File: src/rtl/packet_lane_pkg.sv
package packet_lane_pkg;

  // Payload bits carried by a packet of `slots` slices on a lane `lane_w` wide.
  // Narrow address lanes fill only half of the frame.
  function automatic int unsigned payload_bits(int unsigned lane_w, int unsigned slots);
    if (lane_w < 8) begin
      return (lane_w * slots) / 2;
    end
    return lane_w * slots;
  endfunction

endpackage

File: src/rtl/lane_rst_sync.sv
module lane_rst_sync (
  input  logic clk,
  input  logic rst_n,
  output logic rst_n_sync
);

  logic meta_q;
  logic hold_q;

  always_ff @(posedge clk or negedge rst_n) begin
    if (!rst_n) begin
      meta_q <= 1'b0;
      hold_q <= 1'b0;
    end else begin
      meta_q <= 1'b1;
      hold_q <= meta_q;
    end
  end

  assign rst_n_sync = hold_q;

endmodule

File: src/rtl/lane_slot_ctr.sv
module lane_slot_ctr #(
  parameter int unsigned SLOTS = 8
) (
  input  logic                     clk,
  input  logic                     rst_n,
  input  logic                     clr,
  input  logic                     en,
  output logic [$clog2(SLOTS)-1:0] idx,
  output logic                     last
);

  localparam int unsigned CNT_W = $clog2(SLOTS);

  logic [CNT_W-1:0] idx_q;
  logic [CNT_W-1:0] idx_d;

  assign last = (idx_q == CNT_W'(SLOTS - 1));
  assign idx  = idx_q;

  always_comb begin
    idx_d = idx_q;
    if (clr) begin
      idx_d = '0;
    end else if (en) begin
      idx_d = last ? '0 : idx_q + 1'b1;
    end
  end

  always_ff @(posedge clk or negedge rst_n) begin
    if (!rst_n) begin
      idx_q <= '0;
    end else if (clr || en) begin
      idx_q <= idx_d;
    end
  end

endmodule

File: src/rtl/lane_tx.sv
module lane_tx
  import packet_lane_pkg::*;
#(
  parameter int unsigned LANE_W = 5,
  parameter int unsigned SLOTS  = 8,
  parameter int unsigned PAY_W  = payload_bits(LANE_W, SLOTS)
) (
  input  logic              clk,
  input  logic              rst_n,
  input  logic              start,
  input  logic [PAY_W-1:0]  payload,
  output logic [LANE_W-1:0] lane,
  output logic              vld
);

  localparam int unsigned FRAME_W = SLOTS * LANE_W;
  localparam int unsigned CNT_W   = $clog2(SLOTS);

  logic               active_q;
  logic               active_d;
  logic [FRAME_W-1:0] frame_q;
  logic [FRAME_W-1:0] frame_d;
  logic [FRAME_W-1:0] frame_wide;
  logic [CNT_W-1:0]   slot_idx;
  logic               slot_last;
  logic               accept;

  generate
    if (PAY_W < FRAME_W) begin : g_pad
      assign frame_wide = {{(FRAME_W - PAY_W){1'b0}}, payload};
    end else begin : g_full
      assign frame_wide = payload;
    end
  endgenerate

  // A start is taken when idle, or in the last slot so that packets chain.
  assign accept = start && (!active_q || slot_last);

  lane_slot_ctr #(.SLOTS(SLOTS)) u_slot (
    .clk   (clk),
    .rst_n (rst_n),
    .clr   (accept),
    .en    (active_q),
    .idx   (slot_idx),
    .last  (slot_last)
  );

  always_comb begin
    active_d = active_q;
    frame_d  = frame_q;
    if (accept) begin
      active_d = 1'b1;
      frame_d  = frame_wide;
    end else if (active_q) begin
      active_d = !slot_last;
      frame_d  = frame_q << LANE_W;
    end
  end

  always_ff @(posedge clk or negedge rst_n) begin
    if (!rst_n) begin
      active_q <= 1'b0;
      frame_q  <= '0;
    end else if (accept || active_q) begin
      active_q <= active_d;
      frame_q  <= frame_d;
    end
  end

  assign lane = frame_q[FRAME_W-1 -: LANE_W];
  assign vld  = active_q;

endmodule

File: src/rtl/lane_rx.sv
module lane_rx
  import packet_lane_pkg::*;
#(
  parameter int unsigned LANE_W = 5,
  parameter int unsigned SLOTS  = 8,
  parameter int unsigned PAY_W  = payload_bits(LANE_W, SLOTS)
) (
  input  logic              clk,
  input  logic              rst_n,
  input  logic [LANE_W-1:0] lane,
  input  logic              vld,
  output logic [PAY_W-1:0]  payload,
  output logic              done
);

  localparam int unsigned FRAME_W = SLOTS * LANE_W;
  localparam int unsigned CNT_W   = $clog2(SLOTS);

  logic [FRAME_W-1:0] asm_q;
  logic [FRAME_W-1:0] asm_d;
  logic [PAY_W-1:0]   pay_q;
  logic [PAY_W-1:0]   pay_d;
  logic               done_q;
  logic               done_d;
  logic [CNT_W-1:0]   slot_idx;
  logic               slot_last;
  logic               complete;

  lane_slot_ctr #(.SLOTS(SLOTS)) u_slot (
    .clk   (clk),
    .rst_n (rst_n),
    .clr   (1'b0),
    .en    (vld),
    .idx   (slot_idx),
    .last  (slot_last)
  );

  assign complete = vld && slot_last;

  always_comb begin
    asm_d  = asm_q;
    pay_d  = pay_q;
    done_d = complete;
    if (vld) begin
      asm_d = {asm_q[FRAME_W-LANE_W-1:0], lane};
    end
    if (complete) begin
      pay_d = asm_d[PAY_W-1:0];
    end
  end

  always_ff @(posedge clk or negedge rst_n) begin
    if (!rst_n) begin
      asm_q <= '0;
    end else if (vld) begin
      asm_q <= asm_d;
    end
  end

  always_ff @(posedge clk or negedge rst_n) begin
    if (!rst_n) begin
      pay_q <= '0;
    end else if (complete) begin
      pay_q <= pay_d;
    end
  end

  always_ff @(posedge clk or negedge rst_n) begin
    if (!rst_n) begin
      done_q <= 1'b0;
    end else begin
      done_q <= done_d;
    end
  end

  assign payload = pay_q;
  assign done    = done_q;

endmodule

File: src/rtl/packet_lane_serdes.sv
module packet_lane_serdes
  import packet_lane_pkg::*;
#(
  parameter int unsigned LANE_W = 5,
  parameter int unsigned SLOTS  = 8,
  parameter int unsigned PAY_W  = payload_bits(LANE_W, SLOTS)
) (
  input  logic              clk,
  input  logic              rst_n,
  input  logic              tx_start,
  input  logic [PAY_W-1:0]  tx_payload,
  output logic [LANE_W-1:0] tx_lane,
  output logic              tx_vld,
  input  logic [LANE_W-1:0] rx_lane,
  input  logic              rx_vld,
  output logic [PAY_W-1:0]  rx_payload,
  output logic              rx_done
);

  logic rst_n_sync;

  lane_rst_sync u_rst (
    .clk        (clk),
    .rst_n      (rst_n),
    .rst_n_sync (rst_n_sync)
  );

  lane_tx #(.LANE_W(LANE_W), .SLOTS(SLOTS), .PAY_W(PAY_W)) u_tx (
    .clk     (clk),
    .rst_n   (rst_n_sync),
    .start   (tx_start),
    .payload (tx_payload),
    .lane    (tx_lane),
    .vld     (tx_vld)
  );

  lane_rx #(.LANE_W(LANE_W), .SLOTS(SLOTS), .PAY_W(PAY_W)) u_rx (
    .clk     (clk),
    .rst_n   (rst_n_sync),
    .lane    (rx_lane),
    .vld     (rx_vld),
    .payload (rx_payload),
    .done    (rx_done)
  );

endmodule

File: config.mk
export PLATFORM = sky130hd
export DESIGN_NAME = packet_lane_serdes
export DESIGN_NICKNAME = d
export VERILOG_FILES = /design/src/rtl/packet_lane_pkg.sv /design/src/rtl/lane_rst_sync.sv /design/src/rtl/lane_slot_ctr.sv /design/src/rtl/lane_tx.sv /design/src/rtl/lane_rx.sv /design/src/rtl/packet_lane_serdes.sv
export SDC_FILE = /design/constraint.sdc
export NUM_CORES = 1
export LEC_CHECK = 0
export CAP_MARGIN = 20
export CORE_MARGIN = 10
export CORE_UTILIZATION = 50
export CTS_CLUSTER_DIAMETER = 50
export DETAILED_ROUTE_END_ITERATION = 8
export GPL_ROUTABILITY_DRIVEN = 1
export PLACE_DENSITY = 0.75
export SLEW_MARGIN = 20
export SYNTH_ARGS = -nofsm -noshare
export SYNTH_HDL_FRONTEND = slang
export SYNTH_SLANG_ARGS = --single-unit
File: constraint.sdc
create_clock -name clk -period 4 [get_ports clk]
set_clock_uncertainty 0.1 [all_clocks]
set_input_delay 0.6 -clock clk [delete_from_list [all_inputs] [get_ports clk]]
set_output_delay 0.6 -clock clk [all_outputs]
set_load 0.01 [all_outputs]
==> flow_metrics.py <==
metrics = {
    "cells_and_area": {
        "multi_input_area_sq_um": 1340,
        "regArea_sq_um": 2130,
        "fin_nets": 336,
        "drive_gt1_share_pct": 19.9,
        "n_antenna_cell": 0,
        "stdcell_count": 406,
        "fill_cells": 590,
        "area_growth_pct": 17.5,
        "final_core_util_pct": 60.4,
        "postLayoutCellArea_sq_um": 4360,
    },
    "clocking": {
        "cts_max_path_buffers": 2,
        "numCtsBuffers": 9,
        "cts_htree_levels": 3,
        "cts-resized-gates": 0,
        "clock_tree.root_cell": "clkbuf_8",
        "cts.hold.buffers_added": 0,
        "clock_latency_ps": 340,
        "clock_sinks": 85,
        "cts_tree": "done",
        "postCtsSetupRepairBufs": 0,
        "path_clk_slew_ps": 80,
    },
    "synth": {
        "syn_nets": 296,
        "synth_compound_area_share_pct": 11.6,
        "synth_simple_gate_area_share_pct": 4.18,
        "synth_top_family_by_area": "multiplexers",
        "yosysTopAreaCell": "dfrtp_1",
        "yosysSeqAreaShare_pct": 57.4,
        "postSynthCellCount": 263,
        "yosysTopAreaCellShare_pct": 57.4,
        "ys_top_cells_by_area": "dfrtp_1 57%, mux2_4 7.7%, a32o_1 5.9%, mux2_2 5.8%, mux2i_1 5.4%",
        "ys_types": 23,
        "synth.mux.area_fraction_pct": 18.9,
        "synth_area_per_cell_sq_um": 14.1,
        "ys_ff_latch": 85,
        "yosys_warnings": 0,
        "synth_xor_area_share_pct": 0,
        "synth_area_sq_um": 3710,
        "synthAdderAreaFrac_pct": 1.35,
    },
    "placed_design": {
        "pre_cts_slack_ps": 1680,
        "dp_hpwl_mm": 4.24,
        "portBuffers": 55,
        "dp_cells": 390,
        "place_congestion": 0.697,
        "place_area_sq_um": 4160,
    },
    "floorplan": {
        "dieArea_sq_um": 11300,
        "rows": 31,
        "start_util_pct": 51.4,
        "fp.dieH_um": 106,
        "fp.dieW_um": 106,
        "coreArea_sq_um": 7210,
        "ios": 56,
    },
    "timing": {
        "fmax_ghz": 0.401,
        "tns_ps": 0,
        "final.setup.worst_slack_ps": 1510,
        "fin_crit_ps": 2490,
        "finalHoldViolations": 0,
        "tightest_slew_ps": 906,
        "maxSlewHeadroom_pct": 39.6,
        "finalCritPeriodShare_pct": 62.4,
        "finalSetupViolCount": 0,
        "rsz0062_at_grt": "no",
        "holdWs_ps": 223,
        "finalMaxSlewViolations": 0,
    },
    "global_routing": {
        "first_global_vias": 2296,
        "grt_max_degree": 84,
        "track_usage_pct": 12.1,
        "antenna_found_initial": 0,
        "overflow": 0,
        "grt_pass1_wl_mm": 11.3,
    },
    "detailed_routing": {
        "finalWirelength_mm": 6.81,
        "vias": 2230,
        "drc": 0,
        "drt-initial-drc-count": 57,
        "via_per_inst": 5.49,
        "wl_per_cell_um": 16.8,
        "first_pass_iters": 4,
        "antenna_left": 0,
    },
    "setup_path": {
        "cp-end-kind": "output pin",
        "cpPeakStageDelay_ps": 650,
        "worstPathMaxFanout": 61,
        "crit_required_ps": 3300,
        "setup.worst_path.class": "reg -> out",
        "critPathSlowestCell": "clkdlybuf4s50_1",
        "crit_path_start_kind": "flip-flop",
        "cp.arrival_ps": 1790,
        "worstPathCellList": "buf_4, clkdlybuf4s50_1",
        "ff2ff_path_depth": 4,
        "r2r_slack_ps": 1810,
    },
    "power": {
        "ir_worst_vdd_v": 0.000370,
        "power.leakage_nw": 2.03,
        "fin_total_pwr_mw": 2.83,
        "p_per_area_nw_per_um2": 649,
    },
    "worst_hold_path": {
        "hp-class": "reg -> async",
    },
    "flow_run": {
        "cap_violations": 0,
    },
    "outcome": {
        "status": "complete, no violations",
    },
}
[metal layers]
layer	share of wire, %	up-vias	GRT usage, %
li1	-	1044	-
met3	6.8	10	4.29
met5	0	-	0
met4	1.7	0	5.51
met2	48	58	18.9
met1	44	1118	14.7
[cells in the final DEF (no fill, tap or decap), types with 5 or more instances in the layout]
master / n
dfrtp_1: 84
clkdlybuf4s50_1: 54
a32o_1: 22
mux2i_1: 20
mux2_2: 19
mux2_4: 19
and3_1: 15
a31oi_1: 15
o21ai_1: 15
clkbuf_8: 11
nand3_1: 5
o21ai_0: 5
[cell usage after synthesis, drive strengths merged]
library cell,number
a22o,1
ha,4
buf,26
a21o,1
o21ai,20
and3,15
mux2,38
dfrtp,85
nor2,3
clkbuf,3
nand2,2
inv,2
a31oi,15
mux2i,20
conb,1
a32o,22
nand3,5
[critical path, delay by kind of cell (launching register included)]
family   cells  cell delay [ps]
flops        1              330
buf+inv      2             1120
[registers in the layout (all words and copies together) (netlist names)]
register          cells
u_rx.asm_q           15
u_rst.meta_q          1
u_rx.payload         20
u_rst.rst_n_sync      1
u_tx.frame_q         40
u_tx.u_slot.idx       3
u_rx.u_slot.idx       3
u_tx.vld              1
u_rx.done             1
[logic make-up after synthesis]
kind of cell / after synthesis
compound gates: 59
mux: 58
fa+ha+maj: 4
other cells: 1
flops: 85
buf+inv: 31
simple gates: 25
[final cells by class]
| class | count | share of cell area [%] |
|---|---|---|
| inverter | 2 | 0.172 |
| timing repair buffer | 58 | 13.3 |
| clock inverter | 4 | 0.546 |
| multi-input combinational | 147 | 30.7 |
| clock buffer | 11 | 3.48 |
| sequential | 85 | 48.9 |
| tap | 99 | 2.84 |
[where the power goes]
group	switching [mW]	internal, mW	total, mW
Sequential	0.175	1.15	1.32
Clock	0.287	0.254	0.541
Combinational	0.374	0.588	0.961
[path summary, 6_finish.rpt]
kind,start,end
setup / recovery,u_tx.vld,tx_vld
hold / removal,u_rst.rst_n_sync,u_rx.done
setup reg to reg,u_tx.u_slot.idx[0],u_tx.frame_q[38]
hold reg to reg,u_rst.rst_n_sync,u_rx.done
max in group asynchronous,u_rst.rst_n_sync,u_tx.frame_q[19]
min in group clk,u_rst.meta_q,u_rst.rst_n_sync
No activity file was read; power rests on OpenSTA's default activity.
